$ cat config.mk
export PLATFORM = sky130hd
export DESIGN_NAME = card_uart_buffer
export DESIGN_NICKNAME = d
export VERILOG_FILES = /design/src/rtl/card_uart_pkg.sv /design/src/rtl/cu_fifo.sv /design/src/rtl/cu_rx_timeout.sv /design/src/rtl/cu_sticky_bank.sv /design/src/rtl/card_uart_buffer.sv
export SDC_FILE = /design/constraint.sdc
export NUM_CORES = 1
export LEC_CHECK = 0
export BUFFER_PORTS_ARGS = -buffer_cell sky130_fd_sc_hd__buf_4
export CAP_MARGIN = 10
export CORE_UTILIZATION = 53
export CTS_CLUSTER_SIZE = 10
export DETAILED_ROUTE_END_ITERATION = 8
export GPL_ROUTABILITY_DRIVEN = 0
export PLACE_DENSITY = 0.79
export SYNTH_ARGS = -nofsm -noshare
export SYNTH_HDL_FRONTEND = slang
export SYNTH_HIERARCHICAL = 1
export SYNTH_SLANG_ARGS = --single-unit
$ cat constraint.sdc
create_clock -name clk -period 2.6 [get_ports clk]
set_input_delay 0.52 -clock clk [delete_from_list [all_inputs] [get_ports clk]]
set_output_delay 0.52 -clock clk [all_outputs]
set_load 0.005 [all_outputs]
$ cat src/rtl/card_uart_pkg.sv
// Shared register addresses and bit positions for the smartcard UART buffer.
package card_uart_pkg;
    typedef enum logic [2:0] {
        ADR_DATA = 3'd0,
        ADR_STAT = 3'd1,
        ADR_IEN  = 3'd2,
        ADR_ISTS = 3'd3,
        ADR_CFG  = 3'd4
    } reg_addr_e;

    // interrupt-status bit positions
    localparam int IF_RDA  = 0;
    localparam int IF_TBE  = 1;
    localparam int IF_TERR = 2;
    localparam int IF_RTO  = 3;
    localparam int N_IRQ   = 4;

    // status bit positions
    localparam int ST_RXE  = 0;
    localparam int ST_RXF  = 1;
    localparam int ST_TXE  = 2;
    localparam int ST_TXF  = 3;
    localparam int ST_ACT  = 4;
    localparam int ST_ERR0 = 5;
    localparam int N_ERR   = 3;
endpackage

$ cat src/rtl/cu_fifo.sv
// Small circular byte queue.
// Assumes: push when full and pop when empty are ignored here; the caller
// decides what those mean at the block edge.
module cu_fifo #(
    parameter int DEPTH = 4,
    parameter int W     = 8,
    localparam int CNT_W = $clog2(DEPTH + 1),
    localparam int PTR_W = (DEPTH > 1) ? $clog2(DEPTH) : 1
) (
    input  logic             clk,
    input  logic             rst_n,
    input  logic             push,
    input  logic             pop,
    input  logic [W-1:0]     wdata,
    output logic [W-1:0]     rdata,
    output logic [CNT_W-1:0] count,
    output logic             full,
    output logic             empty
);
    localparam logic [PTR_W-1:0] LAST = PTR_W'(DEPTH - 1);

    logic [W-1:0]     mem [DEPTH];
    logic [PTR_W-1:0] wr_ptr, rd_ptr;
    logic             do_push, do_pop;

    assign full    = (count == CNT_W'(DEPTH));
    assign empty   = (count == '0);
    assign do_push = push && !full;
    assign do_pop  = pop && !empty;
    assign rdata   = mem[rd_ptr];

    // storage write and pointer/count update
    always_ff @(posedge clk) begin
        if (!rst_n) begin
            wr_ptr <= '0;
            rd_ptr <= '0;
            count  <= '0;
            for (int i = 0; i < DEPTH; i++) mem[i] <= '0;
        end else begin
            if (do_push) begin
                mem[wr_ptr] <= wdata;
                wr_ptr      <= (wr_ptr == LAST) ? '0 : wr_ptr + 1'b1;
            end
            if (do_pop) rd_ptr <= (rd_ptr == LAST) ? '0 : rd_ptr + 1'b1;
            if (do_push && !do_pop)      count <= count + 1'b1;
            else if (do_pop && !do_push) count <= count - 1'b1;
        end
    end

    assert_count_bound_R1: assert property (@(posedge clk) disable iff (!rst_n)
        count <= CNT_W'(DEPTH));
    assert_count_step_R1: assert property (@(posedge clk) disable iff (!rst_n)
        $past(rst_n) |-> ((count == $past(count)) || (count == $past(count) + 1'b1)
                          || (count == $past(count) - 1'b1)));
endmodule

$ cat src/rtl/cu_rx_timeout.sv
// Receive idle timeout: counts character ticks while data waits unread.
// Assumes: activity (byte arrival or data read) restarts the count; a
// limit of zero disables firing. fire is a one-cycle set pulse.
module cu_rx_timeout #(
    parameter int TOUT_W = 8
) (
    input  logic              clk,
    input  logic              rst_n,
    input  logic              char_tick,
    input  logic              has_data,
    input  logic              activity,
    input  logic [TOUT_W-1:0] limit,
    output logic              fire
);
    logic [TOUT_W-1:0] cnt;

    assign fire = char_tick && has_data && !activity && (limit != '0)
                  && (cnt + 1'b1 == limit);

    // idle character counter with saturation
    always_ff @(posedge clk) begin
        if (!rst_n || !has_data || activity) cnt <= '0;
        else if (char_tick && (cnt != '1))  cnt <= cnt + 1'b1;
    end
endmodule

$ cat src/rtl/cu_sticky_bank.sv
// Bank of sticky flags: set by hardware, cleared by a write-1 mask.
// Assumes: a set and a clear in the same cycle leave the flag set.
module cu_sticky_bank #(
    parameter int N = 3
) (
    input  logic         clk,
    input  logic         rst_n,
    input  logic [N-1:0] set,
    input  logic [N-1:0] clr,
    output logic [N-1:0] q
);
    for (genvar g = 0; g < N; g++) begin : g_bit
        // one sticky bit, set has priority
        always_ff @(posedge clk) begin
            if (!rst_n)      q[g] <= 1'b0;
            else if (set[g]) q[g] <= 1'b1;
            else if (clr[g]) q[g] <= 1'b0;
        end
    end
endmodule

$ cat src/rtl/card_uart_buffer.sv
// Queues, status bits and interrupt logic around a smartcard UART framer.
// Assumes: the framer asserts tx_take only while tx_valid is high and gives
// one rx_strobe per received character; bus reads are combinational.
module card_uart_buffer
    import card_uart_pkg::*;
#(
    parameter int DEPTH  = 4,
    parameter int BUS_W  = 16,
    parameter int TOUT_W = 8
) (
    input  logic             clk,
    input  logic             rst_n,
    input  logic             bus_sel,
    input  logic             bus_wr,
    input  logic             bus_rd,
    input  logic [2:0]       bus_addr,
    input  logic [BUS_W-1:0] bus_wdata,
    output logic [BUS_W-1:0] bus_rdata,
    output logic [7:0]       tx_byte,
    output logic             tx_valid,
    input  logic             tx_take,
    input  logic             tx_busy,
    input  logic [7:0]       rx_byte,
    input  logic             rx_strobe,
    input  logic             rx_perr,
    input  logic             rx_ferr,
    input  logic             rx_berr,
    input  logic             char_tick,
    output logic             irq
);
    localparam int CNT_W = $clog2(DEPTH + 1);
    localparam int TRG_W = 2;

    logic [CNT_W-1:0] tx_cnt, rx_cnt;
    logic tx_full, tx_emp_q, rx_full, rx_emp_q;
    logic [7:0] rx_head;
    logic data_wr, data_rd, stat_wr, ien_wr, ists_wr, cfg_wr;
    logic tx_push, tx_pop, rx_push, rx_pop, last_take, last_read;
    logic tx_empty_flag, rx_empty_flag;
    logic [N_IRQ-1:0] ien_q, int_flags;
    logic [N_IRQ-2:0] stk_set, stk_clr, stk_q;
    logic [N_ERR-1:0] err_set, err_clr, err_q;
    logic [TRG_W-1:0] trig_q;
    logic [TOUT_W-1:0] tout_q;
    logic rda_lvl, rto_fire, overflow;
    logic unused_wbits;

    // bus decode
    assign data_wr = bus_sel && bus_wr && (bus_addr == ADR_DATA);
    assign data_rd = bus_sel && bus_rd && (bus_addr == ADR_DATA);
    assign stat_wr = bus_sel && bus_wr && (bus_addr == ADR_STAT);
    assign ien_wr  = bus_sel && bus_wr && (bus_addr == ADR_IEN);
    assign ists_wr = bus_sel && bus_wr && (bus_addr == ADR_ISTS);
    assign cfg_wr  = bus_sel && bus_wr && (bus_addr == ADR_CFG);
    assign unused_wbits = ^bus_wdata;

    // transmit side
    assign tx_push   = data_wr;
    assign tx_pop    = tx_take && tx_valid;
    assign tx_valid  = !tx_emp_q;
    assign last_take = tx_pop && (tx_cnt == CNT_W'(1));

    cu_fifo #(.DEPTH(DEPTH), .W(8)) u_txq (
        .clk(clk), .rst_n(rst_n), .push(tx_push), .pop(tx_pop),
        .wdata(bus_wdata[7:0]), .rdata(tx_byte), .count(tx_cnt),
        .full(tx_full), .empty(tx_emp_q)
    );

    // receive side
    assign rx_push   = rx_strobe && !rx_full;
    assign overflow  = rx_strobe && rx_full;
    assign rx_pop    = data_rd && !rx_emp_q;
    assign last_read = rx_pop && (rx_cnt == CNT_W'(1));

    cu_fifo #(.DEPTH(DEPTH), .W(8)) u_rxq (
        .clk(clk), .rst_n(rst_n), .push(rx_push), .pop(rx_pop),
        .wdata(rx_byte), .rdata(rx_head), .count(rx_cnt),
        .full(rx_full), .empty(rx_emp_q)
    );

    // tx-empty status: set on last byte into shift register, cleared by data write
    always_ff @(posedge clk) begin
        if (!rst_n)         tx_empty_flag <= 1'b1;
        else if (data_wr)   tx_empty_flag <= 1'b0;
        else if (last_take) tx_empty_flag <= 1'b1;
    end

    // rx-empty status: set by read of last byte, cleared by a new byte
    always_ff @(posedge clk) begin
        if (!rst_n)         rx_empty_flag <= 1'b1;
        else if (rx_push)   rx_empty_flag <= 1'b0;
        else if (last_read) rx_empty_flag <= 1'b1;
    end

    // enable and configuration registers
    always_ff @(posedge clk) begin
        if (!rst_n) begin
            ien_q  <= '0;
            trig_q <= '0;
            tout_q <= '0;
        end else begin
            if (ien_wr) ien_q <= bus_wdata[N_IRQ-1:0];
            if (cfg_wr) begin
                trig_q <= bus_wdata[TRG_W-1:0];
                tout_q <= bus_wdata[8 +: TOUT_W];
            end
        end
    end

    cu_rx_timeout #(.TOUT_W(TOUT_W)) u_rto (
        .clk(clk), .rst_n(rst_n), .char_tick(char_tick),
        .has_data(!rx_emp_q), .activity(rx_strobe || data_rd),
        .limit(tout_q), .fire(rto_fire)
    );

    // sticky interrupt flags (tbe, terr, rto) and error flags
    assign stk_set = {rto_fire,
                      overflow || (rx_strobe && (rx_perr || rx_ferr || rx_berr)),
                      last_take && !data_wr};
    assign stk_clr = ists_wr ? bus_wdata[N_IRQ-1:1] : '0;
    assign err_set = rx_strobe ? {rx_berr, rx_ferr, rx_perr} : '0;
    assign err_clr = stat_wr ? bus_wdata[ST_ERR0 +: N_ERR] : '0;

    cu_sticky_bank #(.N(N_IRQ-1)) u_iflags (
        .clk(clk), .rst_n(rst_n), .set(stk_set), .clr(stk_clr), .q(stk_q)
    );
    cu_sticky_bank #(.N(N_ERR)) u_eflags (
        .clk(clk), .rst_n(rst_n), .set(err_set), .clr(err_clr), .q(err_q)
    );

    assign rda_lvl   = ({1'b0, rx_cnt} >= ({{(CNT_W+1-TRG_W){1'b0}}, trig_q} + 1'b1));
    assign int_flags = {stk_q, rda_lvl};
    assign irq       = |(int_flags & ien_q);

    // read-data mux
    always_comb begin
        bus_rdata = '0;
        unique case (bus_addr)
            ADR_DATA: bus_rdata[7:0] = rx_emp_q ? 8'h00 : rx_head;
            ADR_STAT: begin
                bus_rdata[ST_RXE] = rx_empty_flag;
                bus_rdata[ST_RXF] = rx_full;
                bus_rdata[ST_TXE] = tx_empty_flag;
                bus_rdata[ST_TXF] = tx_full;
                bus_rdata[ST_ACT] = !tx_emp_q || tx_busy;
                bus_rdata[ST_ERR0 +: N_ERR] = err_q;
                bus_rdata[8 +: CNT_W]  = rx_cnt;
                bus_rdata[12 +: CNT_W] = tx_cnt;
            end
            ADR_IEN:  bus_rdata[N_IRQ-1:0] = ien_q;
            ADR_ISTS: bus_rdata[N_IRQ-1:0] = int_flags;
            ADR_CFG: begin
                bus_rdata[TRG_W-1:0]  = trig_q;
                bus_rdata[8 +: TOUT_W] = tout_q;
            end
            default: bus_rdata = '0;
        endcase
    end

    assert_txempty_clr_R2: assert property (@(posedge clk) disable iff (!rst_n)
        data_wr |=> !tx_empty_flag);
    assert_rxempty_nodata_R3: assert property (@(posedge clk) disable iff (!rst_n)
        rx_empty_flag |-> (rx_cnt == '0));
    assert_overflow_err_R9: assert property (@(posedge clk) disable iff (!rst_n)
        overflow |=> int_flags[IF_TERR]);
    assert_rto_needs_data_R7: assert property (@(posedge clk) disable iff (!rst_n)
        ($past(rst_n) && $rose(int_flags[IF_RTO])) |-> ($past(rx_cnt) != '0));
endmodule

# --- Word level (Yosys, flattened, before mapping) ---
# Memory sizes are Yosys's and may differ from the RTL's. A register that Yosys moved wholly into a read port is not among the register bits.
# Index checks and enable logic that the tools add are counted.
word_totals:
  output_inout_bits: 26
  ramBits: 64
  inputBits: 39
  latch_bits: 0
  romBits: 0
  mem_count: 2
  wordCells: 162
  register_bits: 44
classes:
  bitwise_logic: 1
  shift: 0
  n_eq_ne: 14
  div: 0
  muxes: 52
  add_sub_neg: 10
  n_mul: 0
  n_lt_le_gt_ge: 1
  n_reduce_logical: 64
memory_table:
  columns: ["name", "depth", "word_bits", "read_ports", "rd_ports_with_merged_regs", "wr", "line", "source"]
  rows:
  - ["u_rxq.mem", 4, 8, 1, 1, 4, "cu_fifo.sv:22", "logic [W-1:0] mem [DEPTH];"]
  - ["u_txq.mem", 4, 8, 1, 1, 4, "cu_fifo.sv:22", null]
ops:
  columns: ["cell", "n"]
  rows:
  - ["$logic_and A1 B1 Y1", 29]
  - ["$mux W1", 27]
  - ["$mux W8", 3]
  - ["$mux W3", 7]
  - ["$mux W2", 10]
  - ["$reduce_bool A2 Y1", 10]
  - ["$reduce_or A8 Y1", 2]
  - ["$pmux W3 S2", 2]
  - ["$logic_not A1 Y1", 11]
  - ["$pmux W2 S5", 1]
  - ["$eq A3 B1 Y1 const B", 3]
  - ["$eq A3 B3 Y1 const B", 3]
  - ["$logic_not A3 Y1", 3]
  - ["$add A2 B1 Y2 const B", 4]
  - ["$add A8 B1 Y8 const B", 1]
  - ["$eq A2 B2 Y1 const B", 4]
  - ["$eq A8 B8 Y1", 1]
  - ["$ne A8 B8 Y1 const B", 1]
  - ["$pmux W2 S4", 1]
  - ["$pmux W4 S2", 1]
  - ["$reduce_bool A8 Y1", 1]
  - ["$logic_or A1 B1 Y1", 7]
  - ["$add A3 B1 Y3 const B", 2]
  - ["$eq A3 B2 Y1 const B", 2]
  - ["other kinds (5)", 6]

# --- Depth between registers and ports, before layout ---
logic_depth:
  ltp_word: 9
  depth_mapped: 12
  mapped_depth_nobuf: 10

# --- Modules after synthesis ---
# The synthesis kept the hierarchy.
by_module_without_submodules:
  columns: ["module", "seq_area_each_um2", "area_per_inst_um2", "cells_per_inst", "n_inst"]
  rows:
  - ["cu_fifo", 1141.1, 1870.5, 128, 2]
  - ["card_uart_buffer", 320.3, 1288.7, 169, 1]
  - ["cu_rx_timeout", 160.2, 629.4, 75, 1]
  - ["cu_sticky_bank", 60.1, 123.9, 9, 2]

# --- Least setup slack after synthesis ---
# No wires, ideal clock.
synth_timing:
  path_type: "input to register"
  from: "input bus_addr[2]"
  to: "register u_txq.count[2]"
  stages: 12
  path_buffers: 2
  setup_time_ps: 76
  path_slack_ps: -145
  t_required_ps: 2524
  t_arrival_ps: 2670
  path_cell_list: "or2_2 buf_2 nor2_2 nand2b_4 inv_2 buf_6 ha_1 inv_1 fa_1 xor2_1 or3_2 a21boi_0"
synth_between:
  elab_chain_len: 6
  word_cells_on_any_way: 8
  cone_classes: "mux (1); reduce/logical (7)"
synth_lines:
  columns: ["element", "line", "source"]
  rows:
  - ["from (decl)", "card_uart_buffer.sv:16", "input logic [2:0] bus_addr,"]
  - ["$logic_not A3 Y1 *", "card_uart_buffer.sv:49", "assign data_wr = bus_sel && bus_wr && (bus_addr == ADR_DATA);"]
  - ["$logic_and A1 B1 Y1 *", "card_uart_buffer.sv:49", null]
  - ["net data_wr", "card_uart_buffer.sv:37", "logic data_wr, data_rd, stat_wr, ien_wr, ists_wr, cfg_wr;"]
  - ["$logic_and A1 B1 Y1 *", "cu_fifo.sv:28", "assign do_push = push && !full;"]
  - ["net u_txq.do_push", "cu_fifo.sv:24", "logic do_push, do_pop;"]
  - ["$logic_not A1 Y1", "cu_fifo.sv:46", "else if (do_pop && !do_push) count <= count - 1'b1;"]
  - ["$logic_and A1 B1 Y1", "cu_fifo.sv:46", null]
  - ["$reduce_bool A2 Y1 (no source line)", null, null]
  - ["to (signal assigned)", "cu_fifo.sv:45", "if (do_push && !do_pop) count <= count + 1'b1;"]
  - ["to (signal assigned)", "cu_fifo.sv:46", null]
  - ["to (decl)", "cu_fifo.sv:16", "output logic [CNT_W-1:0] count,"]
# Mark *: on every way through the listed nets, which the timed path passes. The rest lies on a longest branch.
# A chain may end at the register's enable or synchronous reset.

# --- Worst setup path after layout ---
layout_timing:
  from: "register trig_q[0]"
  to: "output bus_rdata[0]"
layout_between:
  elab_chain_len: 3
layout_lines:
  columns: ["element", "line", "source"]
  rows:
  - ["from (decl)", "card_uart_buffer.sv:43", "logic [TRG_W-1:0] trig_q;"]
  - ["from (signal assigned)", "card_uart_buffer.sv:104", "trig_q <= bus_wdata[TRG_W-1:0];"]
  - ["$add A2 B1 Y3", "card_uart_buffer.sv:131", "assign rda_lvl = ({1'b0, rx_cnt} >= ({{(CNT_W+1-TRG_W){1'b0}}, trig_q} + 1'b1));"]
  - ["$ge A3 B3 Y1", "card_uart_buffer.sv:131", null]
  - ["$pmux W2 S5 *", "card_uart_buffer.sv:138", "unique case (bus_addr)"]
  - ["to (decl)", "card_uart_buffer.sv:18", "output logic [BUS_W-1:0] bus_rdata,"]
# Every way passes the cells marked *; elsewhere a longest branch is shown, timed or not.

==> metrics.txt <==
CP peak stage delay=0.38 ns; largest cells by area after synthesis=edfxtp_1 33%, dfxtp_1 16%, and2_1 6.2%; CTS tree=yes; first-pass GRT wire length=between 20 and 25 mm; Synth Flop Type=edfxtp_1; GRT overflow=0; Min-Delay Startpoint=bus_wdata[15]; vias in the first global route=roughly 4200; Via density=approximately 6; H-tree levels=3; Avg Inst Size Synth=11.40 µm²; run status=complete, no violations; final setup vio count=0; most frequent cells in the layout=90 x buf_4, 64 x edfxtp_1, 59 x and2_1, 41 x dfxtp_1, 29 x o21ai_0; CTS Buf Count=9; GRT Util Overall=23.45%; post-synth top area share=approximately a third; Row Count=38; crit path launch type=register; #FFs+latches synth=112; Synth cell types=between 60 and 70; drt wl/cell=~18 µm; post-route ant nets=0; hpwl dp=slightly below 10 mm; CP required=2.08 ns; Layout area overhead=16.59%; crit path cell chain=ha_1, inv_1, ha_1, a21oi_2, o21ai_1, a311o_1, buf_4; Final Max Slew Viols=0; die area=11570 µm²; Worst Path Arrival=2.03 ns; Cell Area, Placed=approximately 6600 µm²; Post-Synthesis Cell Area=roughly 6000 µm²; Initial Util=54.49%; final worst path period need=around 2.5 ns; largest net degree at the start of global routing=30; Mapped Nets=between 500 and 600; measured slew at the worst slew-check pin=0.7480 ns; IO Count=65; dpl ws=just over 0.009 ns; initial antenna violation count=0; slew margin rel.=about half; Post-CTS Hold Fix Bufs=0; IO Port Bufs=64; Setup Fix Bufs, Post-CTS=0; worst-skew pair later-pin latency=between 0.3 and 0.4 ns; core area=10840 µm²; Crit Path Max Fanout=4; Syn Inst Count=roughly 520; CTS Root Buffer Type=clkbuf_8; WS Path Type=reg2out; final wirelength=between 10 and 15 mm; Ant. Diodes=0; CP Launch Point=trig_q[0]; post-synthesis async set-or-reset flop share=0%; smallest setup slack after layout=0.05307 ns; final hold viol count=0; Post-route DRC=0; clock-pin slew on the worst setup and hold paths=~0.12 ns; Final Skew=just under 0.02 ns; CTS sink cnt=about 110; peak supply drop=around 380 µV; HP Class=in2reg; fraction of layout cells with a size suffix above 1=roughly 28%; CTS resizes=4; final instance area=6887 µm²; Max-Cap Viols=0; fin crit share=between 90% and 100%; YS warnings=6; total number of vias=4330; register area share after synthesis=48.80%; RR Startpoint=u_txq/count[0]; Die H=107.6 µm; Post-synth EDFFs=64; die span in x=between 100 and 150 µm; smallest hold slack=about 0.4 ns; commonest non-fill, non-tap cell in the layout=buf_4; DP Cell Count=roughly 720; CP endpoint kind=output pin; clk buf depth=2; Top cell by count, worst path=ha_1; leading area contributor after synthesis=edfxtp_1; leakage power=~2.7 nW; Non-Filler Instances=between 700 and 800; slowest CP cell=dfxtp_2; Iteration-0 DRC Markers=279; pwr/cell area=roughly 600 nW/µm²; Final TNS setup=0 ns; Peak Freq=just under 0.4 GHz; Final nets=about 650; Pre-Repair DR Iteration Count=5
## path summary, 6_finish.rpt
path         depth (start not counted)        endpoint  slack [ns]
max                                  7    bus_rdata[0]        0.05
min                                  3       tout_q[7]        0.39
max reg2reg                          7  u_txq/count[2]        0.14
min reg2reg                          2       trig_q[1]        0.50
## cell usage after synthesis, types with 3 or more instances
cell type,instances
edfxtp_1,64
and2_1,59
dfxtp_1,48
o21ai_0,30
nor2_1,28
nand3_1,25
nand2_1,22
and3_1,19
mux4_2,16
a21boi_1,11
ha_1,11
mux2i_1,11
nor2b_1,10
xnor2_1,10
a22oi_1,9
inv_1,9
xor2_1,8
buf_6,7
clkbuf_1,7
nand2b_1,7
o21a_1,7
a21boi_0,6
a21oi_1,6
buf_2,6
nor2b_4,6
o31ai_1,5
and3_2,4
and4bb_2,4
nand3b_1,4
nor3_1,4
a211oi_1,3
a221oi_1,3
buf_4,3
## power by group
part,total [mW],internal [mW],switching [mW]
registers,2.15,2.04,0.109
clock network,1.12,0.496,0.627
logic,0.804,0.401,0.403
## layout make-up
cell class | count | area [µm²]
multi-input cells | 369 | 2850
well taps | 140 | 175.2
fillers | 872 | 3954
clock buffers | 10 | 137.6
clock inverters | 6 | 83.83
repair buffers | 94 | 706.9
flip-flops and latches | 112 | 2892
inverters | 11 | 41.29
## sequential cells by signal, indices dropped and copies added (netlist names), 3 cells and up, named ones only
register	flops
u_rxq/mem	32
u_txq/mem	32
tout_q	8
u_rto/cnt	8
ien_q	4
u_eflags/q	3
u_iflags/q	3
u_rxq/count	3
u_txq/count	3
## critical path, delay by kind of cell, from the launching register on
| family | cells | cell delay [ns] |
|---|---|---|
| compound gates | 3 | 0.61 |
| fa+ha+maj | 2 | 0.46 |
| flops | 1 | 0.38 |
| buf+inv | 2 | 0.20 |
## kinds of logic after synthesis
kind of cell,synth area share [%]
buffers and inverters,3.580
muxes,7.965
DFF,48.80
and+or+nand+nor,23.47
AOI/OAI and AO/OA,10.51
adders and majority gates,3.008
xor gates and xnor gates,2.669
## per-stage QoR
step           total power [mW]  utilization (%)
2_1_floorplan             2.668                -
3_3_place_gp              2.920            61.00
3_5_place_dp              2.971            61.00
4_1_cts                   4.083            63.11
5_1_grt                   4.258            63.53
6_report                  4.081            63.53
## routing by layer
layer  routed length (µm)  track usage (%)  part of all wire (%)  vias up
met3                  520            2.906                   3.9       18
li1                     -                -                     -     2056
met4                  263            8.513                   2.0        0
met2                 7032            41.99                    53      117
met1                 5420            28.89                    41     2139
met5                    0                0                     0        -
No activity file was read; power rests on OpenSTA's default activity.
